===== src/rtl/nfs_pkg.sv =====
package nfs_pkg;
  localparam int TW = 12;

  typedef enum logic [1:0] {K_CMD = 2'd0, K_ADDR = 2'd1, K_WDATA = 2'd2, K_RDATA = 2'd3} kind_e;
  typedef enum logic [2:0] {S_IDLE, S_GAP, S_SETUP, S_STROBE, S_HOLD, S_RBWAIT, S_RBPOLL} st_e;

  typedef struct packed {
    logic       rd_lead;
    logic       wr_hold;
    logic       relax;
    logic [2:0] cyc_len;
  } tcfg_t;

  function automatic logic [TW-1:0] f_waits(tcfg_t c);
    int w;
    w = int'(c.cyc_len);
    return TW'(c.relax ? 2 * w : w);
  endfunction

  function automatic logic [TW-1:0] f_cs_lead(tcfg_t c);
    return c.relax ? TW'(8) : TW'(4);
  endfunction

  function automatic logic [TW-1:0] f_we_low(tcfg_t c);
    return TW'(4 * (1 + int'(f_waits(c))));
  endfunction

  function automatic logic [TW-1:0] f_we_hold(tcfg_t c);
    return TW'(2 * (1 + int'({c.relax, c.wr_hold})));
  endfunction

  function automatic logic [TW-1:0] f_re_lead(tcfg_t c);
    logic [TW-1:0] l;
    unique case ({c.relax, c.rd_lead})
      2'b00:   l = TW'(3);
      2'b10:   l = TW'(2);
      default: l = TW'(4);
    endcase
    return l;
  endfunction

  function automatic logic [TW-1:0] f_re_low(tcfg_t c);
    return TW'(int'(f_re_lead(c)) + 4 * int'(f_waits(c)));
  endfunction

  function automatic logic [TW-1:0] f_rd_hold(tcfg_t c);
    return c.relax ? TW'(8) : TW'(4);
  endfunction

  function automatic logic [TW-1:0] f_gap(tcfg_t c);
    return TW'((c.relax ? 32 : 16) * (2 + int'(c.cyc_len)));
  endfunction

  function automatic logic [TW-1:0] f_rb_delay(tcfg_t c);
    return TW'((c.relax ? 64 : 32) * (2 + int'(c.cyc_len)));
  endfunction
endpackage


===== src/rtl/nfs_tcalc.sv =====
module nfs_tcalc
  import nfs_pkg::*;
(
  input  tcfg_t          cfg,
  input  kind_e          kind,
  output logic [TW-1:0]  gap_t,
  output logic [TW-1:0]  lead_t,
  output logic [TW-1:0]  strobe_t,
  output logic [TW-1:0]  hold_t,
  output logic [TW-1:0]  rbdly_t
);
  logic is_rd;
  assign is_rd    = (kind == K_RDATA);
  assign gap_t    = f_gap(cfg);
  assign lead_t   = f_cs_lead(cfg);
  assign strobe_t = is_rd ? f_re_low(cfg) : f_we_low(cfg);
  assign hold_t   = is_rd ? f_rd_hold(cfg) : f_we_hold(cfg);
  assign rbdly_t  = f_rb_delay(cfg);
endmodule


===== src/rtl/nfs_fsm.sv =====
module nfs_fsm
  import nfs_pkg::*;
#(
  parameter int CNT_W    = 12,
  parameter int TO_TICKS = 1000
) (
  input  logic             clk,
  input  logic             rst_n,
  input  logic             start,
  input  kind_e            start_kind,
  input  kind_e            cur_kind,
  input  logic             rb_en,
  input  logic             rb_in,
  input  logic [TW-1:0]    gap_t,
  input  logic [TW-1:0]    lead_t,
  input  logic [TW-1:0]    strobe_t,
  input  logic [TW-1:0]    hold_t,
  input  logic [TW-1:0]    rbdly_t,
  output st_e              state,
  output st_e              nxt,
  output logic [CNT_W-1:0] cnt,
  output logic             phase_last,
  output logic             seq_end,
  output logic             to_hit,
  output logic             after_ca,
  output logic             done,
  output logic             timeout_err
);
  logic [CNT_W-1:0] lim;
  logic             start_is_data;

  assign start_is_data = (start_kind == K_WDATA) || (start_kind == K_RDATA);

  always_comb begin
    unique case (state)
      S_GAP:    lim = CNT_W'(gap_t);
      S_SETUP:  lim = CNT_W'(lead_t);
      S_STROBE: lim = CNT_W'(strobe_t);
      S_HOLD:   lim = CNT_W'(hold_t);
      S_RBWAIT: lim = CNT_W'(rbdly_t);
      S_RBPOLL: lim = CNT_W'(TO_TICKS);
      default:  lim = CNT_W'(1);
    endcase
  end

  assign phase_last = (cnt == lim - 1'b1);
  assign to_hit     = (state == S_RBPOLL) && !rb_in && phase_last;

  always_comb begin
    nxt = state;
    unique case (state)
      S_IDLE:   if (start) nxt = (start_is_data && after_ca) ? S_GAP : S_SETUP;
      S_GAP:    if (phase_last) nxt = S_SETUP;
      S_SETUP:  if (phase_last) nxt = S_STROBE;
      S_STROBE: if (phase_last) nxt = S_HOLD;
      S_HOLD:   if (phase_last) nxt = (cur_kind == K_CMD && rb_en) ? S_RBWAIT : S_IDLE;
      S_RBWAIT: if (phase_last) nxt = S_RBPOLL;
      S_RBPOLL: if (rb_in || phase_last) nxt = S_IDLE;
      default:  nxt = S_IDLE;
    endcase
  end

  assign seq_end = (state != S_IDLE) && (nxt == S_IDLE);

  always_ff @(posedge clk or negedge rst_n) begin
    if (!rst_n) begin
      state       <= S_IDLE;
      cnt         <= '0;
      done        <= 1'b0;
      timeout_err <= 1'b0;
      after_ca    <= 1'b0;
    end else begin
      state       <= nxt;
      cnt         <= (nxt != state) ? '0 : cnt + 1'b1;
      done        <= seq_end;
      timeout_err <= to_hit;
      if (seq_end && (cur_kind == K_CMD || cur_kind == K_ADDR)) after_ca <= 1'b1;
      else if (start && start_is_data)                          after_ca <= 1'b0;
    end
  end
endmodule


===== src/rtl/nfs_pins.sv =====
module nfs_pins
  import nfs_pkg::*;
#(
  parameter int DW = 8
) (
  input  logic          clk,
  input  logic          rst_n,
  input  st_e           state,
  input  st_e           nxt,
  input  logic          start,
  input  kind_e         kind,
  input  logic [DW-1:0] wdata,
  input  logic [DW-1:0] dq_in,
  output logic          cs_n,
  output logic          we_n,
  output logic          re_n,
  output logic          cle,
  output logic          ale,
  output logic [DW-1:0] dq_out,
  output logic          dq_oe,
  output logic [DW-1:0] rd_data,
  output logic          rd_valid,
  output logic          rd_capture
);
  logic nxt_active, nxt_drive, wr_kind;

  assign wr_kind    = (kind != K_RDATA);
  assign nxt_active = (nxt == S_GAP) || (nxt == S_SETUP) || (nxt == S_STROBE) || (nxt == S_HOLD);
  assign nxt_drive  = wr_kind && ((nxt == S_SETUP) || (nxt == S_STROBE) || (nxt == S_HOLD));
  assign rd_capture = (state == S_STROBE) && (nxt == S_HOLD) && !wr_kind;

  always_ff @(posedge clk or negedge rst_n) begin
    if (!rst_n) begin
      cs_n     <= 1'b1;
      we_n     <= 1'b1;
      re_n     <= 1'b1;
      cle      <= 1'b0;
      ale      <= 1'b0;
      dq_oe    <= 1'b0;
      dq_out   <= '0;
      rd_data  <= '0;
      rd_valid <= 1'b0;
    end else begin
      cs_n     <= !nxt_active;
      we_n     <= !((nxt == S_STROBE) && wr_kind);
      re_n     <= !((nxt == S_STROBE) && !wr_kind);
      dq_oe    <= nxt_drive;
      cle      <= nxt_drive && (kind == K_CMD);
      ale      <= nxt_drive && (kind == K_ADDR);
      rd_valid <= rd_capture;
      if (start)      dq_out  <= wdata;
      if (rd_capture) rd_data <= dq_in;
    end
  end
endmodule


===== src/rtl/nand_strobe_seq.sv =====
module nand_strobe_seq
  import nfs_pkg::*;
#(
  parameter int DW       = 8,
  parameter int TO_TICKS = 1000
) (
  input  logic          clk,
  input  logic          rst_n,
  input  logic [5:0]    cfg_i,
  input  logic          req_valid,
  output logic          req_ready,
  input  logic [1:0]    req_kind,
  input  logic [DW-1:0] req_wdata,
  input  logic          req_rb_wait,
  output logic          done,
  output logic          timeout_err,
  output logic [DW-1:0] rd_data,
  output logic          rd_valid,
  output logic          nf_cs_n,
  output logic          nf_we_n,
  output logic          nf_re_n,
  output logic          nf_cle,
  output logic          nf_ale,
  output logic [DW-1:0] nf_dq_out,
  output logic          nf_dq_oe,
  input  logic [DW-1:0] nf_dq_in,
  input  logic          nf_rb
);
  localparam int TO_BITS = $clog2(TO_TICKS + 1);
  localparam int CNT_W   = (TO_BITS > TW) ? TO_BITS : TW;

  st_e              st_cur, st_nxt;
  tcfg_t            cfg_q;
  kind_e            kind_q, kind_eff;
  logic             rbw_q, start;
  logic [TW-1:0]    gap_t, lead_t, strobe_t, hold_t, rbdly_t;
  logic [CNT_W-1:0] cnt;
  logic             phase_last, seq_end, to_hit, after_ca, rd_capture;

  assign req_ready = (st_cur == S_IDLE);
  assign start     = req_valid && req_ready;
  assign kind_eff  = start ? kind_e'(req_kind) : kind_q;

  always_ff @(posedge clk or negedge rst_n) begin
    if (!rst_n) begin
      cfg_q  <= '0;
      kind_q <= K_CMD;
      rbw_q  <= 1'b0;
    end else if (start) begin
      cfg_q  <= tcfg_t'(cfg_i);
      kind_q <= kind_e'(req_kind);
      rbw_q  <= req_rb_wait;
    end
  end

  nfs_tcalc u_tcalc (
    .cfg(cfg_q), .kind(kind_q), .gap_t(gap_t), .lead_t(lead_t),
    .strobe_t(strobe_t), .hold_t(hold_t), .rbdly_t(rbdly_t)
  );

  nfs_fsm #(.CNT_W(CNT_W), .TO_TICKS(TO_TICKS)) u_fsm (
    .clk(clk), .rst_n(rst_n), .start(start), .start_kind(kind_e'(req_kind)),
    .cur_kind(kind_q), .rb_en(rbw_q), .rb_in(nf_rb),
    .gap_t(gap_t), .lead_t(lead_t), .strobe_t(strobe_t), .hold_t(hold_t), .rbdly_t(rbdly_t),
    .state(st_cur), .nxt(st_nxt), .cnt(cnt), .phase_last(phase_last), .seq_end(seq_end),
    .to_hit(to_hit), .after_ca(after_ca), .done(done), .timeout_err(timeout_err)
  );

  nfs_pins #(.DW(DW)) u_pins (
    .clk(clk), .rst_n(rst_n), .state(st_cur), .nxt(st_nxt), .start(start),
    .kind(kind_eff), .wdata(req_wdata), .dq_in(nf_dq_in),
    .cs_n(nf_cs_n), .we_n(nf_we_n), .re_n(nf_re_n), .cle(nf_cle), .ale(nf_ale),
    .dq_out(nf_dq_out), .dq_oe(nf_dq_oe), .rd_data(rd_data), .rd_valid(rd_valid),
    .rd_capture(rd_capture)
  );
endmodule


===== config.mk =====
export PLATFORM = sky130hd
export DESIGN_NAME = nand_strobe_seq
export DESIGN_NICKNAME = d
export VERILOG_FILES = /design/src/rtl/nfs_pkg.sv /design/src/rtl/nfs_tcalc.sv /design/src/rtl/nfs_fsm.sv /design/src/rtl/nfs_pins.sv /design/src/rtl/nand_strobe_seq.sv
export SDC_FILE = /design/constraint.sdc
export NUM_CORES = 1
export LEC_CHECK = 0
export BUFFER_PORTS_ARGS = -buffer_cell sky130_fd_sc_hd__buf_4
export CAP_MARGIN = 5
export CORE_AREA = 2 2 88 90
export CTS_CLUSTER_SIZE = 16
export DETAILED_ROUTE_END_ITERATION = 7
export DIE_AREA = 0 0 90 92
export PLACE_DENSITY_LB_ADDON = 0.25
export SYNTH_ARGS = -nofsm -noshare
export SYNTH_HDL_FRONTEND = slang
export SYNTH_SLANG_ARGS = --single-unit

===== constraint.sdc =====
create_clock -name clk -period 7 [get_ports clk]
set_clock_uncertainty 0.2 [all_clocks]
set_input_delay 0.35 -clock clk [delete_from_list [all_inputs] [get_ports clk]]
set_output_delay 0.35 -clock clk [all_outputs]
set_load 0.05 [all_outputs]

==> impl_metrics.py, run 1 <==
metrics = {
    "run_status": {
        "status": "finished, final reports clean",
    },
    "synth": {
        "syn_area_per_cell_um2": 9.65,
        "seq_area_frac_synth_pct": 38.9,
        "async_flop_share_pct": 100,
        "synth_flop_cell": "dfrtp_1",
        "synth_edf_count": 0,
        "yosysTopAreaCellShare_pct": 36.5,
        "syn-instance-count": 334,
        "synthTopCellsByArea": "dfrtp_1, nand2_1, ha_1",
        "yosysWarnings": 0,
        "ys_seq_elements": 50,
        "synth_area_um2": 3220,
        "yosysTopAreaCell": "dfrtp_1",
        "yosys.cell_types.count": 69,
    },
    "setup_path": {
        "cp-end-kind": "register",
        "regToRegStartpoint": "cfg_q[1]",
        "slowest_stage": "or3_1",
        "worstPathArrival_ns": 5.02,
        "cp.required_ns": 7.00,
        "reg2reg_slack_ns": 1.97,
        "startpoint_type": "register",
        "path_common_cell": "ha_1",
        "cpPeakStageDelay_ns": 0.61,
        "crit_type": "register to register",
        "crit_path_max_fanout": 9,
        "rr_worst_depth": 14,
        "worstPathCellList": "ha_1 > and2_1 > ha_1 > ha_1 > xnor2_1 > o31ai_1 > a21oi_1 > nand2_1 > o31a_1 > nor4_1 > or4b_4 > or2_1 > or3_1 > mux2_4",
        "r2r_end": "u_pins.rd_data[1]",
    },
    "floorplanning": {
        "die-area_um2": 8280,
        "initial_utilization_pct": 43.3,
        "dieWidth_um": 90,
        "num_rows": 32,
        "die_height_um": 92,
        "num_io_pins": 55,
        "coreArea_um2": 7450,
    },
    "timing": {
        "maxSlewViolCount": 0,
        "setup_viol": 0,
        "final_hold_viol_count": 0,
        "tightest_slew_ns": 0.962,
        "fin_crit_sh_pct": 71.8,
        "slew_headroom_pct": 35.6,
        "rsz0062_at_grt": "false",
        "setup_tns_ns": 0,
        "max_freq_mhz": 199,
        "min_period_ns": 5.03,
    },
    "clocking": {
        "htree_levels": 2,
        "cts.clk_slew.worst_paths_ns": 0.09,
        "root_buffer": "clkbuf_8",
        "numCtsBuffers": 5,
        "clkSinkCount": 50,
        "cts_resized": 0,
        "clockBufferDepth": 2,
        "insertion_delay_ns": 0.31,
        "cts_tree": "yes",
    },
    "grt": {
        "grt_pass1_wl_um": 12300,
        "gr-total-overflow": 0,
        "first_global_vias": 2696,
        "grt_start_max_net_pins": 51,
        "track_usage_pct": 18.0,
        "antenna_found_initial": 0,
    },
    "final_layout": {
        "finish.utilization_pct": 50.8,
        "syn_to_final_growth_pct": 17.3,
        "drive_gt1_share_pct": 25.5,
        "antenna_cells": 0,
        "layout_commonest_cell": "buf_4",
        "nets": 424,
        "layout_common_cells": "buf_4, nand2_1, dfrtp_1",
    },
    "power_and_ir_drop": {
        "cellPowerDensity_nw_per_um2": 500,
        "ir_drop_mv": 0.277,
        "p_leak_nw": 1.83,
        "total_power_mw": 1.89,
    },
    "flow_run": {
        "cap_violations": 0,
    },
    "detailed_routing": {
        "ant_nets": 0,
        "wl_per_cell_um": 14.5,
        "drt_iter0_markers": 105,
        "drcViolationCount": 0,
        "via_count": 2614,
        "post_drt_via_cell_ratio": 5.37,
        "routed_wl_um": 7070,
        "first_pass_iters": 4,
    },
    "hold_path": {
        "holdCritPathClass": "input pin to register",
        "min_from": "req_wdata[1]",
        "holdPathStages": 3,
        "min_to": "u_pins.dq_out[1]",
    },
    "placed_design": {
        "place_congestion": 0.855,
        "numPortBuffers": 54,
        "post-dp-hpwl_um": 5260,
    },
}
## metrics by stage
stage                     hold slack (ns)  worst slack, ns  instances  instance area, um2
after floorplan                    -0.146             2.55        336                3230
after global placement              0.207             2.14        478                3660
after detailed placement            0.215             2.04        478                3660
after CTS                          0.0214             1.98        487                3780
after global routing               0.0233             1.60        487                3780
final                              0.0260             1.97        487                3780
## synthesized netlist by cell type (all sizes together), types with 3 or more instances
cell    count
a21o        4
a21oi       5
a31oi       6
and2        5
and3        5
buf        10
clkbuf      4
dfrtp      47
dfstp       3
ha         11
inv        13
mux2       14
mux2i       5
nand2      50
nand2b      8
nand3      13
nand3b      5
nand4       7
nor2       22
nor2b       5
nor3        5
nor4        7
o211ai      8
o21ai       9
o22ai       4
or3b        3
xnor2      13
xor2       11
## where the power goes
part           internal [mW]  switching [mW]  leakage, nW
Combinational          0.465           0.681         1.14
Sequential             0.400           0.139        0.634
Clock                  0.107           0.100       0.0585
Total                  0.972           0.920         1.83
## logic make-up (layout without fill, tap and decap cells)
family,after synthesis,in the layout,share of synthesized area (%)
and+or+nand+nor,145,145,24.3
AOI/OAI and AO/OA,57,57,13.8
DFF,50,50,38.9
buffers and inverters,27,76,4.73
xor gates and xnor gates,24,24,6.52
muxes,19,19,7.37
adders and majority gates,11,11,4.27
other,1,3,0.116
## final cells by class
| class | count | area (um2) |
|---|---|---|
| clock buffers | 5 | 68.8 |
| flip-flops and latches | 50 | 1250 |
| fillers | 731 | 3660 |
| well taps | 102 | 128 |
| inverters | 13 | 48.8 |
| repair buffers | 55 | 415 |
| clock inverters | 3 | 43.8 |
| multi-input cells | 259 | 1820 |
## repair_timing
item                      in CTS  in global routing
hold endpoints to repair      47                  0
setup buffers                  0                  0
hold buffers                   1                  0
## critical path: cells and delay by family, from the launching register on
kind	cells	cell delay (ns)
AOI/OAI and AO/OA	3	0.66
xor gates and xnor gates	1	0.24
adders and majority gates	3	0.88
DFF	1	0.48
muxes	1	0.38
and+or+nand+nor	6	2.08
## registers in the layout (all words and copies together) (netlist names)
| name | count |
|---|---|
| u_fsm.cnt | 12 |
| u_pins.dq_out | 8 |
| u_pins.rd_data | 8 |
| cfg_q | 6 |
| u_fsm.state | 3 |
| kind_q | 2 |
| rbw_q | 1 |
| u_fsm.after_ca | 1 |
| u_fsm.done | 1 |
| u_fsm.timeout_err | 1 |
| u_pins.ale | 1 |
| u_pins.cle | 1 |
| u_pins.cs_n | 1 |
| u_pins.dq_oe | 1 |
| u_pins.rd_valid | 1 |
| u_pins.re_n | 1 |
| u_pins.we_n | 1 |
## worst max path at each step
stage                        start           endpoint  slack (ns)  cells past startpoint
after floorplan           cfg_q[1]  u_pins.rd_data[0]        2.55                     16
after global placement    cfg_q[1]  u_pins.rd_data[6]        2.14                     14
after detailed placement  cfg_q[1]  u_pins.rd_data[1]        2.04                     14
after CTS                 cfg_q[1]  u_pins.rd_data[1]        1.98                     14
after global routing      cfg_q[1]       u_fsm.cnt[5]        1.60                     14
final                     cfg_q[1]  u_pins.rd_data[1]        1.97                     14
## layer usage
| layer | global-route usage (%) | vias up | share of wire (%) |
|---|---|---|---|
| li1 | - | 1288 | - |
| met1 | 23.6 | 1264 | 47 |
| met2 | 30.1 | 52 | 48 |
| met3 | 2.71 | 10 | 3.0 |
| met4 | 7.05 | 0 | 1.6 |
| met5 | 0 | - | 0 |
No activity file was read; power rests on OpenSTA's default activity.
==> run 2, diff against run 1 <==
--- a/config.mk
+++ b/config.mk
@@ -5,12 +5,13 @@
 export SDC_FILE = /design/constraint.sdc
 export NUM_CORES = 1
 export LEC_CHECK = 0
+export ABC_AREA = 1
 export BUFFER_PORTS_ARGS = -buffer_cell sky130_fd_sc_hd__buf_4
 export CAP_MARGIN = 5
-export CORE_AREA = 2 2 88 90
+export CORE_AREA = 2 2 91 93
 export CTS_CLUSTER_SIZE = 16
 export DETAILED_ROUTE_END_ITERATION = 7
-export DIE_AREA = 0 0 90 92
+export DIE_AREA = 0 0 93 95
 export PLACE_DENSITY_LB_ADDON = 0.25
 export SYNTH_ARGS = -nofsm -noshare
 export SYNTH_HDL_FRONTEND = slang
==> constraint.sdc (replaced) <==
create_clock -name clk -period 4.55 [get_ports clk]
set_clock_uncertainty 0.2 [all_clocks]
set_input_delay 0.2275 -clock clk [delete_from_list [all_inputs] [get_ports clk]]
set_output_delay 0.2275 -clock clk [all_outputs]
set_load 0.05 [all_outputs]
==> run 2 against run 1 <==
Net effect:
- fmax increased by 27%
- area after synthesis increased by 7.5%
- clock power increased by 57%
- non-clock buffer count increased by 24
- total power increased by 38%
- first-iteration DRC count increased by 22%
- via count increased by 25%
- largest power group unchanged
- highest routed layer unchanged
==> impl_metrics.py, run 2 <==
metrics = {
    "placed_design": {
        "post-dp-hpwl_um": 5900,
        "place_area_um2": 3960,
        "numPortBuffers": 54,
        "place_congestion": 0.910,
        "numPlacedInstances": 649,
    },
    "detailed_routing": {
        "ant_nets": 0,
        "post_drt_via_cell_ratio": 4.79,
        "wl_per_cell_um": 11.9,
        "routed_wl_um": 8100,
        "drcViolationCount": 0,
        "first_pass_iters": 4,
        "met1_length_um": 3680,
        "highest_layer": "met4",
        "via_count": 3263,
        "met3WireLength_um": 309,
        "route.met2.wl_um": 3950,
        "drt_iter0_markers": 128,
    },
    "clocking": {
        "insertion_delay_ns": 0.31,
        "cts.clk_slew.worst_paths_ns": 0.10,
        "clockBufferDepth": 2,
        "cts_tree": "yes",
        "cts_setup_buffers": 0,
        "clkSinkCount": 50,
        "root_buffer": "clkbuf_8",
        "htree_levels": 2,
        "numCtsBuffers": 5,
    },
    "final_layout": {
        "nets": 615,
        "instances_no_fill": 681,
        "largest_register_ffs": 12,
        "drive_gt1_share_pct": 21.7,
        "largestRegisters": "u_fsm.cnt x12, u_pins.dq_out x8, u_pins.rd_data x8",
        "layout_common_cells": "nand2_1, inv_1, buf_4",
        "antenna_cells": 0,
        "final_area_um2": 4310,
        "top_register": "u_fsm.cnt",
        "layout_commonest_cell": "nand2_1",
        "fillers": 783,
        "syn_to_final_growth_pct": 24.3,
    },
    "timing": {
        "fin_crit_sh_pct": 87.1,
        "max_freq_mhz": 252,
        "setup_viol": 0,
        "slew_headroom_pct": 58.0,
        "setup_tns_ns": 0,
        "tightest_slew_ns": 0.630,
        "min_period_ns": 3.96,
        "maxSlewViolCount": 0,
        "rsz0062_at_grt": "false",
        "final_hold_viol_count": 0,
        "whs_ns": 0.0195,
    },
    "power_and_ir_drop": {
        "p_comb_share_pct": 61.4,
        "power.switching_mw": 1.35,
        "p_leak_nw": 2.34,
        "power.share.clock_pct": 12.5,
        "swShare_pct": 51.9,
        "ir_drop_mv": 0.355,
        "cellPowerDensity_nw_per_um2": 606,
        "p_int_mw": 1.26,
        "seq_power_share_pct": 26.1,
    },
    "setup_path": {
        "crit_path_max_fanout": 12,
        "startpoint_type": "register",
        "startpoint": "cfg_q[1]",
        "cp.required_ns": 4.55,
        "regToRegStartpoint": "cfg_q[1]",
        "cp-end-kind": "register",
        "worstPathArrival_ns": 3.96,
        "crit_type": "register to register",
    },
    "synth": {
        "syn_area_per_cell_um2": 6.99,
        "async_flop_share_pct": 100,
        "ys_seq_elements": 50,
        "yosysTopAreaCell": "dfrtp_1",
        "yosys.cell_count.top_type": "nand2_1",
        "synth_area_um2": 3460,
        "synth_flop_cell": "dfrtp_1",
        "syn-instance-count": 496,
        "synthTopCellsByArea": "dfrtp_1, nand2_1, nand3_1",
        "synthTopCellsByCount": "nand2_1, inv_1, dfrtp_1",
        "yosys.cell_types.count": 37,
        "synth_edf_count": 0,
        "seq_area_frac_synth_pct": 36.2,
        "yosysTopAreaCellShare_pct": 33.9,
        "yosysWarnings": 0,
    },
    "floorplanning": {
        "die_height_um": 95,
        "dieWidth_um": 93,
        "num_io_pins": 55,
        "initial_utilization_pct": 43.7,
        "die-area_um2": 8840,
        "num_rows": 33,
        "coreArea_um2": 7930,
    },
    "grt": {
        "antenna_found_initial": 0,
        "grt_pass1_wl_um": 13900,
        "track_usage_pct": 19.4,
        "grt_start_max_net_pins": 51,
        "first_global_vias": 3154,
        "gr-total-overflow": 0,
    },
    "run_status": {
        "status": "finished, final reports clean",
    },
    "hold_path": {
        "holdCritPathClass": "input pin to register",
        "min_from": "req_kind[1]",
    },
    "flow_run": {
        "cap_violations": 0,
    },
}
## run 2: power groups by stage
stage	clock, mW	sequential [mW]	combinational (mW)
2_1_floorplan	0	0.825	1.13
5_1_grt	0.348	0.699	1.80
6_report	0.326	0.682	1.60
4_1_cts	0.333	0.680	1.60
3_3_place_gp	0	0.682	1.56
3_5_place_dp	0	0.687	1.58
## run 2: metrics by stage
stage               power [mW]  setup WS [ns]  utilization, %
finish                    2.61          0.586            54.3
detailed placement        2.26          0.608            49.9
global route              2.85          0.202            54.3
floorplan                 1.96           1.03               -
CTS                       2.62          0.591            54.3
global placement          2.24          0.748            49.9
## run 2: critical path: stages, from the launching register on
cell and delay [ns]:
dfrtp_1 0.45, ha_1 0.33, nand2_1 0.07, nand2_1 0.06
ha_1 0.31, ha_1 0.32, nand4_1 0.09, nand2_1 0.06
nor2_1 0.24, nand3_1 0.12, nor2_1 0.14, nand3_2 0.12
nand2_1 0.08, nand2_1 0.05, nor2_2 0.09, nand2_2 0.07
nor2_4 0.11, nand3_1 0.08, nand2_1 0.10, nand3_1 0.09
nand2_2 0.11, nand2_2 0.07, nand2_1 0.06, nand2_1 0.07
nand2_2 0.27, nor2_1 0.07
## run 2: per-layer routing
metal / up-vias / global-route usage (%)
li1: 1695 / -
met1: 1494 / 24.4
met2: 59 / 33.6
met3: 15 / 3.35
met4: 0 / 6.86
met5: - / 0
## run 2: cell type report
cell class,instances,area [um2],share of cell area [%]
clock buffers,6,72.6,1.68
clock inverters,2,37.5,0.871
well taps,105,131,3.05
flip-flops and latches,50,1250,29.1
inverters,69,264,6.13
multi-input cells,370,1890,44.0
repair buffers,79,653,15.2
## run 2: worst paths after layout
kind	cells after the start	to	slack [ns]
worst min-delay path	4	u_fsm.after_ca	0.02
min in group asynchronous	2	cfg_q[2]	0.27
worst min register to register	2	u_pins.dq_out[4]	0.29
worst max-delay path	25	u_fsm.cnt[11]	0.59
worst max register to register	25	u_fsm.cnt[11]	0.59
max in group asynchronous	2	u_fsm.cnt[10]	3.44
## run 2: cells by family after synthesis
kind of cell | count (synthesis) | share of synthesized area (%)
buf+inv | 78 | 9.32
other cells | 1 | 0.108
flops | 50 | 36.2
xor+xnor | 16 | 4.04
compound gates | 35 | 5.20
simple gates | 305 | 41.1
fa+ha+maj | 11 | 3.97
## run 2: timing repair
| action | in CTS | in global routing |
|---|---|---|
| hold endpoints to repair | 70 | 0 |
| setup endpoints to repair | 0 | 0 |
| hold buffers | 24 | 0 |
| gates resized for setup | 0 | 0 |
==> run 3, diff against run 2 <==
--- a/config.mk
+++ b/config.mk
@@ -8,10 +8,12 @@
 export ABC_AREA = 1
 export BUFFER_PORTS_ARGS = -buffer_cell sky130_fd_sc_hd__buf_4
 export CAP_MARGIN = 5
-export CORE_AREA = 2 2 91 93
+export CELL_PAD_IN_SITES_DETAIL_PLACEMENT = 1
+export CELL_PAD_IN_SITES_GLOBAL_PLACEMENT = 2
+export CORE_AREA = 2 2 113 115
 export CTS_CLUSTER_SIZE = 16
 export DETAILED_ROUTE_END_ITERATION = 7
-export DIE_AREA = 0 0 93 95
+export DIE_AREA = 0 0 115 117
 export PLACE_DENSITY_LB_ADDON = 0.25
 export SYNTH_ARGS = -nofsm -noshare
 export SYNTH_HDL_FRONTEND = slang
==> run 3 against run 2 <==
Net effect:
- critical path depth grew 1
- total power grew 4.2%
- first-iteration DRC count shrank 8.6%
- combinational power grew 4%
- count of clock-buffer cells in the layout is the same
- utilization shrank 19 points
- critical endpoint unchanged
- largest cell class unchanged
- largest power group unchanged
==> impl_metrics.py, run 3 (same netlist as run 2, synthesis figures left out) <==
metrics = {
    "run_status": {
        "status": "finished, final reports clean",
    },
    "floorplanning": {
        "num_rows": 41,
        "initial_utilization_pct": 28.1,
        "num_io_pins": 55,
        "die-area_um2": 13500,
        "coreArea_um2": 12300,
        "die_height_um": 117,
        "dieWidth_um": 115,
    },
    "grt": {
        "grt_start_max_net_pins": 51,
        "gr-total-overflow": 0,
        "antenna_found_initial": 0,
        "grt_pass1_wl_um": 16600,
        "track_usage_pct": 15.4,
        "first_global_vias": 3501,
    },
    "final_layout": {
        "fillers": 1571,
        "syn_to_final_growth_pct": 27.2,
        "finish.utilization_pct": 35.8,
        "top_register": "u_fsm.cnt",
        "antenna_cells": 0,
        "nets": 616,
        "instances_no_fill": 727,
        "layout_common_cells": "nand2_1, inv_1, buf_4",
        "largestRegisters": "u_fsm.cnt x12, u_pins.dq_out x8, u_pins.rd_data x8",
        "drive_gt1_share_pct": 22.2,
        "layout_commonest_cell": "nand2_1",
        "largest_register_ffs": 12,
    },
    "setup_path": {
        "rr_worst_depth": 26,
        "cp-end-kind": "register",
        "crit_path_max_fanout": 12,
        "reg2reg_slack_ns": 0.52,
        "regToRegStartpoint": "cfg_q[1]",
        "startpoint_type": "register",
        "r2r_end": "u_fsm.cnt[11]",
        "cp.required_ns": 4.57,
        "startpoint": "cfg_q[1]",
        "worstPathArrival_ns": 4.05,
        "crit_type": "register to register",
    },
    "timing": {
        "fin_ws_ns": 0.516,
        "tightest_slew_ns": 0.671,
        "slew_headroom_pct": 55.3,
        "maxSlewViolCount": 0,
        "fin_crit_sh_pct": 88.7,
        "final_hold_viol_count": 0,
        "setup_tns_ns": 0,
        "min_period_ns": 4.03,
        "rsz0062_at_grt": "false",
        "setup_viol": 0,
        "max_freq_mhz": 248,
    },
    "clocking": {
        "cts_setup_buffers": 0,
        "cts_tree": "yes",
        "numCtsBuffers": 5,
        "insertion_delay_ns": 0.30,
        "cts.clk_slew.worst_paths_ns": 0.07,
        "htree_levels": 2,
        "clockBufferDepth": 2,
        "root_buffer": "clkbuf_16",
        "clkSinkCount": 50,
    },
    "power_and_ir_drop": {
        "swShare_pct": 52.1,
        "cellPowerDensity_nw_per_um2": 617,
        "power.switching_mw": 1.42,
        "ir_drop_mv": 0.269,
        "power.share.clock_pct": 13.7,
        "p_comb_share_pct": 61.1,
        "seq_power_share_pct": 25.2,
        "p_leak_nw": 2.37,
        "p_int_mw": 1.30,
        "total_power_mw": 2.72,
    },
    "detailed_routing": {
        "wl_per_cell_um": 13.4,
        "via_count": 3314,
        "routed_wl_um": 9730,
        "ant_nets": 0,
        "drt_iter0_markers": 117,
        "first_pass_iters": 4,
        "drcViolationCount": 0,
        "post_drt_via_cell_ratio": 4.56,
    },
    "hold_path": {
        "holdPathStages": 3,
        "min_from": "req_kind[0]",
        "min_to": "kind_q[0]",
        "holdCritPathClass": "input pin to register",
    },
    "placed_design": {
        "numPlacedInstances": 695,
        "post-dp-hpwl_um": 7740,
        "numPortBuffers": 54,
        "dpl_worst_slack_ns": 0.335,
        "place_congestion": 0.804,
    },
    "flow_run": {
        "cap_violations": 0,
    },
}
-- run 3: cell count changes in the layout (fill, tap and decap cells not counted), sizes merged --
cell | before | now
buf | 55 | 56
bufinv | 1 | 0
clkinv | 1 | 3
clkinvlp | 1 | 0
-- run 3: how the worst max path moves through the flow --
stage | slack, ns | endpoint | cells after the start
2_1_floorplan | 1.03 | u_pins.rd_data[5] | 21
3_3_place_gp | 0.44 | u_fsm.cnt[11] | 26
3_5_place_dp | 0.34 | u_fsm.cnt[11] | 25
4_1_cts | 0.32 | u_fsm.cnt[11] | 26
5_1_grt | 0.004 | u_fsm.cnt[11] | 26
6_report | 0.52 | u_fsm.cnt[11] | 26
-- run 3: timing repair --
action                     CTS  global route
gates resized for setup      0             2
hold endpoints to repair    70             0
setup endpoints to repair    0            12
hold buffers                24             0
-- run 3: critical path, stage by stage (launching register included) --
cell and delay [ns]:
dfrtp_1 0.45, ha_1 0.34, nand2_1 0.08, nand2_1 0.07, ha_1 0.32, ha_1 0.33
nand4_1 0.10, nand2_1 0.07, nor2_2 0.19, nand3_1 0.11, nor2_1 0.13, nand3_2 0.12
nand2_1 0.08, nand2_1 0.06, nor2_2 0.09, nand2_2 0.07, nor2_4 0.14, nand2_2 0.12
nand2_1 0.08, nand2_1 0.06, nand2_2 0.07, nand2_2 0.08, nand2_1 0.07, nand2_1 0.08
nor2_2 0.09, nand2_2 0.21, nor2_1 0.15
-- run 3: layout make-up --
class                      instances  area (um2)  area share (%)
timing repair buffer              80         661            15.0
inverter                          69         264            5.99
multi-input combinational        370        1900            43.0
clock buffer                       6         129            2.92
tap                              150         188            4.26
clock inverter                     2        13.8           0.312
sequential                        50        1260            28.5
-- run 3: power by group through the flow --
stage,registers [mW],clock network (mW),logic (mW)
after floorplan,0.825,0,1.13
after global placement,0.686,0,1.64
after detailed placement,0.689,0,1.67
after CTS,0.682,0.388,1.70
after global routing,0.703,0.399,1.89
final,0.685,0.373,1.66
-- run 3: metrics by stage --
stage          instance area (um2)  hold slack, ns
6_report                      4410          0.0513
2_1_floorplan                 3470          -0.268
3_5_place_dp                  4020           0.124
4_1_cts                       4400          0.0445
5_1_grt                       4410          0.0955
3_3_place_gp                  4020           0.120
-- run 3: per-layer routing --
layer | routed length [um] | GRT usage, % | part of all wire, %
met2 | 4750 | 27.2 | 49
met4 | 103 | 3.94 | 1.1
met3 | 217 | 2.16 | 2.2
met1 | 4660 | 20.0 | 48
met5 | 0 | 0 | 0
